[src/rtl/pwr_mode_pkg.sv]
package pwr_mode_pkg;
  typedef enum logic [1:0] {
    PM_RUN     = 2'd0,
    PM_ARM     = 2'd1,
    PM_STANDBY = 2'd2,
    PM_OFF     = 2'd3
  } pmState_t;

  typedef struct packed {
    logic cntLoad;
    logic cntStep;
  } pmStrobe_t;

  localparam logic [1:0] SRC_NONE = 2'b00;
  localparam logic [1:0] SRC_BUS  = 2'b01;
  localparam logic [1:0] SRC_BAT  = 2'b10;
  localparam logic [1:0] SRC_AUX  = 2'b11;
endpackage

[src/rtl/pwr_sync.sv]
module pwr_sync #(
  parameter int WIDTH  = 4,
  parameter int STAGES = 2
) (
  input  logic             clk,
  input  logic             rstN,
  input  logic [WIDTH-1:0] rawIn,
  output logic [WIDTH-1:0] syncOut
);
  logic [WIDTH-1:0] chain [STAGES];

  always_ff @(posedge clk or negedge rstN) begin
    if (!rstN) chain[0] <= '0;
    else       chain[0] <= rawIn;
  end

  for (genvar s = 1; s < STAGES; s++) begin : gStage
    always_ff @(posedge clk or negedge rstN) begin
      if (!rstN) chain[s] <= '0;
      else       chain[s] <= chain[s-1];
    end
  end

  assign syncOut = chain[STAGES-1];
endmodule

[src/rtl/pwr_mode_dp.sv]
module pwr_mode_dp
  import pwr_mode_pkg::*;
#(
  parameter int DELAY       = 32,
  parameter int PERIPH_N    = 5,
  parameter int SYNC_STAGES = 2
) (
  input  logic                clk,
  input  logic                rstN,
  input  pmStrobe_t           strobe,
  input  logic                busPresent,
  input  logic                batPresent,
  input  logic                auxPresent,
  input  logic                switchOff,
  input  logic                cardSupplyReq,
  input  logic [PERIPH_N-1:0] periphCtl,
  input  logic                pdActive,
  input  logic                offActive,
  output logic                busOk,
  output logic                switchOffOk,
  output logic                cntDone,
  output logic [1:0]          srcSel,
  output logic                convBypass,
  output logic [PERIPH_N-1:0] periphEn
);
  localparam int CNT_W = $clog2(DELAY + 1);
  localparam logic [CNT_W-1:0] CNT_LAST = CNT_W'(DELAY - 1);

  logic [3:0] syncVec;
  logic batOk, auxOk;
  logic [CNT_W-1:0] cnt;

  pwr_sync #(.WIDTH(4), .STAGES(SYNC_STAGES)) uSync (
    .clk     (clk),
    .rstN    (rstN),
    .rawIn   ({switchOff, auxPresent, batPresent, busPresent}),
    .syncOut (syncVec)
  );

  assign busOk       = syncVec[0];
  assign batOk       = syncVec[1];
  assign auxOk       = syncVec[2];
  assign switchOffOk = syncVec[3];

  always_ff @(posedge clk or negedge rstN) begin
    if (!rstN)               cnt <= '0;
    else if (strobe.cntLoad) cnt <= CNT_W'(1);
    else if (strobe.cntStep) cnt <= cnt + CNT_W'(1);
  end

  assign cntDone = (cnt == CNT_LAST);

  always_comb begin
    if (busOk)      srcSel = SRC_BUS;
    else if (batOk) srcSel = SRC_BAT;
    else if (auxOk) srcSel = SRC_AUX;
    else            srcSel = SRC_NONE;
  end

  assign convBypass = busOk & ~cardSupplyReq & ~offActive;
  assign periphEn   = periphCtl & ~{PERIPH_N{pdActive}};
endmodule

[src/rtl/pwr_mode_ctrl.sv]
module pwr_mode_ctrl
  import pwr_mode_pkg::*;
(
  input  logic      clk,
  input  logic      rstN,
  input  logic      pdReq,
  input  logic      busOk,
  input  logic      switchOffOk,
  input  logic      cntDone,
  output pmStrobe_t strobe,
  output logic      pdSignal,
  output logic      standby,
  output logic      offState,
  output logic      convEn
);
  pmState_t state, stateNext;
  logic keepAlive;

  assign keepAlive = busOk | ~switchOffOk;

  always_comb begin
    stateNext = state;
    strobe    = '0;
    unique case (state)
      PM_RUN: begin
        if (pdReq) begin
          strobe.cntLoad = 1'b1;
          stateNext      = PM_ARM;
        end
      end
      PM_ARM: begin
        if (!pdReq)       stateNext = PM_RUN;
        else if (cntDone) stateNext = keepAlive ? PM_STANDBY : PM_OFF;
        else              strobe.cntStep = 1'b1;
      end
      PM_STANDBY: if (!pdReq)    stateNext = PM_RUN;
      PM_OFF:     if (keepAlive) stateNext = PM_RUN;
      default:                   stateNext = PM_RUN;
    endcase
  end

  always_ff @(posedge clk or negedge rstN) begin
    if (!rstN) state <= PM_RUN;
    else       state <= stateNext;
  end

  assign standby  = (state == PM_STANDBY);
  assign offState = (state == PM_OFF);
  assign pdSignal = standby | offState;
  assign convEn   = ~offState;
endmodule

[src/rtl/pwr_mode_seq.sv]
module pwr_mode_seq
  import pwr_mode_pkg::*;
#(
  parameter int DELAY       = 32,
  parameter int PERIPH_N    = 5,
  parameter int SYNC_STAGES = 2
) (
  input  logic                clk,
  input  logic                rstN,
  input  logic                pdReq,
  input  logic                busPresent,
  input  logic                batPresent,
  input  logic                auxPresent,
  input  logic                switchOff,
  input  logic                cardSupplyReq,
  input  logic [PERIPH_N-1:0] periphCtl,
  output logic                pdSignal,
  output logic                standby,
  output logic                offState,
  output logic                convEn,
  output logic                convBypass,
  output logic [1:0]          srcSel,
  output logic [PERIPH_N-1:0] periphEn
);
  pmStrobe_t strobe;
  logic busOk, switchOffOk, cntDone;

  pwr_mode_ctrl uCtrl (
    .clk         (clk),
    .rstN        (rstN),
    .pdReq       (pdReq),
    .busOk       (busOk),
    .switchOffOk (switchOffOk),
    .cntDone     (cntDone),
    .strobe      (strobe),
    .pdSignal    (pdSignal),
    .standby     (standby),
    .offState    (offState),
    .convEn      (convEn)
  );

  pwr_mode_dp #(
    .DELAY(DELAY), .PERIPH_N(PERIPH_N), .SYNC_STAGES(SYNC_STAGES)
  ) uDp (
    .clk           (clk),
    .rstN          (rstN),
    .strobe        (strobe),
    .busPresent    (busPresent),
    .batPresent    (batPresent),
    .auxPresent    (auxPresent),
    .switchOff     (switchOff),
    .cardSupplyReq (cardSupplyReq),
    .periphCtl     (periphCtl),
    .pdActive      (pdSignal),
    .offActive     (offState),
    .busOk         (busOk),
    .switchOffOk   (switchOffOk),
    .cntDone       (cntDone),
    .srcSel        (srcSel),
    .convBypass    (convBypass),
    .periphEn      (periphEn)
  );
endmodule

[config.mk]
export PLATFORM = sky130hd
export DESIGN_NAME = pwr_mode_seq
export DESIGN_NICKNAME = d
export VERILOG_FILES = /design/src/rtl/pwr_mode_pkg.sv /design/src/rtl/pwr_sync.sv /design/src/rtl/pwr_mode_dp.sv /design/src/rtl/pwr_mode_ctrl.sv /design/src/rtl/pwr_mode_seq.sv
export SDC_FILE = /design/constraint.sdc
export NUM_CORES = 1
export LEC_CHECK = 0
export BUFFER_PORTS_ARGS = -buffer_cell sky130_fd_sc_hd__buf_2
export CORE_ASPECT_RATIO = 1.25
export CORE_MARGIN = 5
export CORE_UTILIZATION = 43
export CTS_CLUSTER_DIAMETER = 120
export CTS_CLUSTER_SIZE = 20
export DETAILED_ROUTE_END_ITERATION = 16
export GPL_TIMING_DRIVEN = 0
export PLACE_DENSITY_LB_ADDON = 0.3
export SLEW_MARGIN = 20
export SYNTH_ARGS = -nofsm -noshare
export SYNTH_HDL_FRONTEND = slang
export SYNTH_SLANG_ARGS = --single-unit
export TNS_END_PERCENT = 100
[constraint.sdc]
create_clock -name clk -period 1.4 [get_ports clk]
set_clock_uncertainty 0.15 [all_clocks]
set_input_delay 0.28 -clock clk [delete_from_list [all_inputs] [get_ports clk]]
set_output_delay 0.28 -clock clk [all_outputs]
set_load 0.02 [all_outputs]
==> metrics <==
number of routed nets with antenna violations=0; Tmin final=1.70 ns; Vias=769; Final GP Congestion=about 0.77; Overall Power=0.00112 W; I/O pin count=25; initial antenna violation count=0; leakage power=~0.64 nW; power density over the cells=837 nW/um^2; Post-DP HPWL=1220 um; IO buf count=24; P&R area growth vs syn=73.0%; violated checks=setup timing; Synth Instances=75; Placed Cells incl. Taps=118; All-Layer GR Usage=15.5%; proportion of synthesized area in mux cells=0%; FMAX=590 MHz; height of the die=57.4 um; synthesized cell area=~770 sq um; Layout fillers=110; Yosys reg bits=16; M3 GR Usage=1.89%; peak supply drop=between 0.0005 and 0.0006 V; FF/Latch Area=approximately 400 sq um; measured slew at the worst slew-check pin=0.358 ns; top cell type's share of synthesized area=between 50% and 60%; main combinational cell family by area after synthesis=simple AND/OR/NAND/NOR gates; nets=140; Synth Area in Compound Gates=18.0%; largest net degree at the start of global routing=17; global route overflow=0; clk buf depth=2; DRT Wirelength=2150 um; clock root cell=clkbuf_4; Die ar.=between 2000 and 3000 sq um; layout cell share with drive strength beyond 1=56.8%; Cell Area, Placed=around 1000 sq um; final hold viol count=0; Post-Synth Simple-Gate Area=a little under a quarter; synth warn=0; design area=between 1000 and 1500 sq um; Hold Crit Class=reg2reg; WP data arrival=1.27 ns; Seq/Total Area, Yosys=around half; max_slew headroom=between 70% and 80%; grt met2 use=26.3%; Sink Count=16; hold path depth=0; DR DRC count=0; starting DRC count in detailed routing=21; Routed wire per std cell=14.9 um; Slew Limit Fails=0; first-pass GRT wire length=between 3000 and 4000 um; Critical Path RT=0.97 ns; Starting Density=44.3%; Mapped Nets=89; number of max-cap violations=0; CTS tree=done; setup slack after layout=-0.296 ns; post-synth top area cell=dfrtp_1; Setup CP Type=reg2out; Non-Filler Instances=144; GR Layer Usage met1=19.0%; worst reg2reg path depth=4; area share of fa/ha/maj cells after synthesis=1.62%; H-tree level count=1; status=finished with violations; Final Cycle Share=121%; Fin Hold WS=around 0.20 ns; crit-path max FO=4; FP Rows=17; Avg Vias per Cell=5.34; Final Setup Violations=19; iteration count of the initial detailed-routing pass=4; asr flop ratio synth=between 90% and 100%; number of synthesized flops with an enable pin=0; RSZ-0062 raised after global routing=yes; die width=47.9 um; count of different cell masters after synthesis=34; worst skew pair latency=0.29 ns; diode count=0; multi-input logic area=437 sq um; syn_area_per_cell=10.3 sq um; TritonCTS buffer count=3; xor/xnor share of the synthesized area=0%; Area contributors post-synth=dfrtp_1, nor2b_1, a21oi_1, nand2_1, inv_1; vias in the first global route=736; Worst-path clk slew=0.10 ns; global routing's busiest layer=met2; CP startpoint kind=register; Core Area=1740 sq um; top_reg_cell synth=dfrtp_1; crit path capture type=primary output
metrics by stage:
| stage | setup WS, ns | utilization, % | setup TNS, ns |
|---|---|---|---|
| 2_1_floorplan | -0.0300 | - | -0.0571 |
| 3_3_place_gp | -0.106 | 55.7 | -0.408 |
| 3_5_place_dp | -0.131 | 55.7 | -0.514 |
| 4_1_cts | -0.280 | 69.4 | -1.94 |
| 5_1_grt | -0.325 | 76.7 | -3.46 |
| 6_report | -0.296 | 76.7 | -2.66 |
area by class of cell:
cell class | count | share of cell area, %
sequential | 16 | 30.1
multi-input combinational | 50 | 32.6
tap | 19 | 1.78
clock buffer | 4 | 2.71
inverter | 5 | 1.78
timing repair buffer | 46 | 27.9
buffer | 4 | 3.09
layout by cell type, fill, tap and decap left out, types with 3 or more instances in the layout:
master,count
a21oi_1,4
buf_2,14
buf_4,17
buf_6,10
clkbuf_4,3
dfrtp_1,14
dlygate4sd3_1,5
inv_1,4
nand2_1,5
nor2_1,3
nor2b_1,3
nor2b_4,3
layer usage:
metal / vias up / wire length (um)
met5: - / 0
met4: 0 / 44
met3: 9 / 183
met2: 35 / 1120
met1: 358 / 802
li1: 367 / -
registers in the layout (all words and copies together) (netlist names):
signal / cells
uCtrl.state: 2
uDp.uSync.chain: 4
uDp.uSync.syncOut: 4
uDp.cnt: 6
what timing repair did:
| action | in CTS | in global routing |
|---|---|---|
| endpoints found under the setup margin | 18 | 20 |
| resized for setup | 22 | 18 |
| endpoints found under the hold margin | 20 | 0 |
| pin swaps | 7 | 8 |
| hold buffers | 5 | 0 |
| buffers inserted | 11 | 6 |
power breakdown:
group	total, W	switching, W	internal (W)
Clock	0.000309	0.000151	0.000159
Combinational	0.000272	0.000132	0.000141
Sequential	0.000538	0.0000378	0.000500
Total	0.00112	0.000320	0.000799
synthesized netlist by cell type (2+ instances only):
cell type	count
nand3_1	2
nand4_1	2
dfrtp_1	16
buf_2	2
o21ai_0	3
nor2b_1	6
nor2_1	4
a21oi_1	5
nand2_1	6
inv_1	5
cell families (layout without fill, tap and decap cells):
family	count (synthesis)	after routing
fa+ha+maj	1	1
flops	16	16
simple gates	30	30
compound gates	19	19
buf+inv	9	59
path summary, 6_finish.rpt:
check                                        to                from  slack, ns
max                                 periphEn[3]      uCtrl.state[1]      -0.30
min                        uDp.uSync.syncOut[0]  uDp.uSync.chain[4]       0.20
max reg2reg                          uDp.cnt[0]          uDp.cnt[1]      -0.08
min reg2reg                uDp.uSync.syncOut[0]  uDp.uSync.chain[4]       0.20
max in group asynchronous        uCtrl.state[0]                rstN       0.54
min in group asynchronous            uDp.cnt[5]                rstN       0.26
worst max-delay path, stage by stage (launching register included):
cell and delay, ns:
dfrtp_1 0.42, buf_8 0.15, buf_12 0.13, nor2b_1 0.12, buf_4 0.16
(Power assumes the default switching activity.)
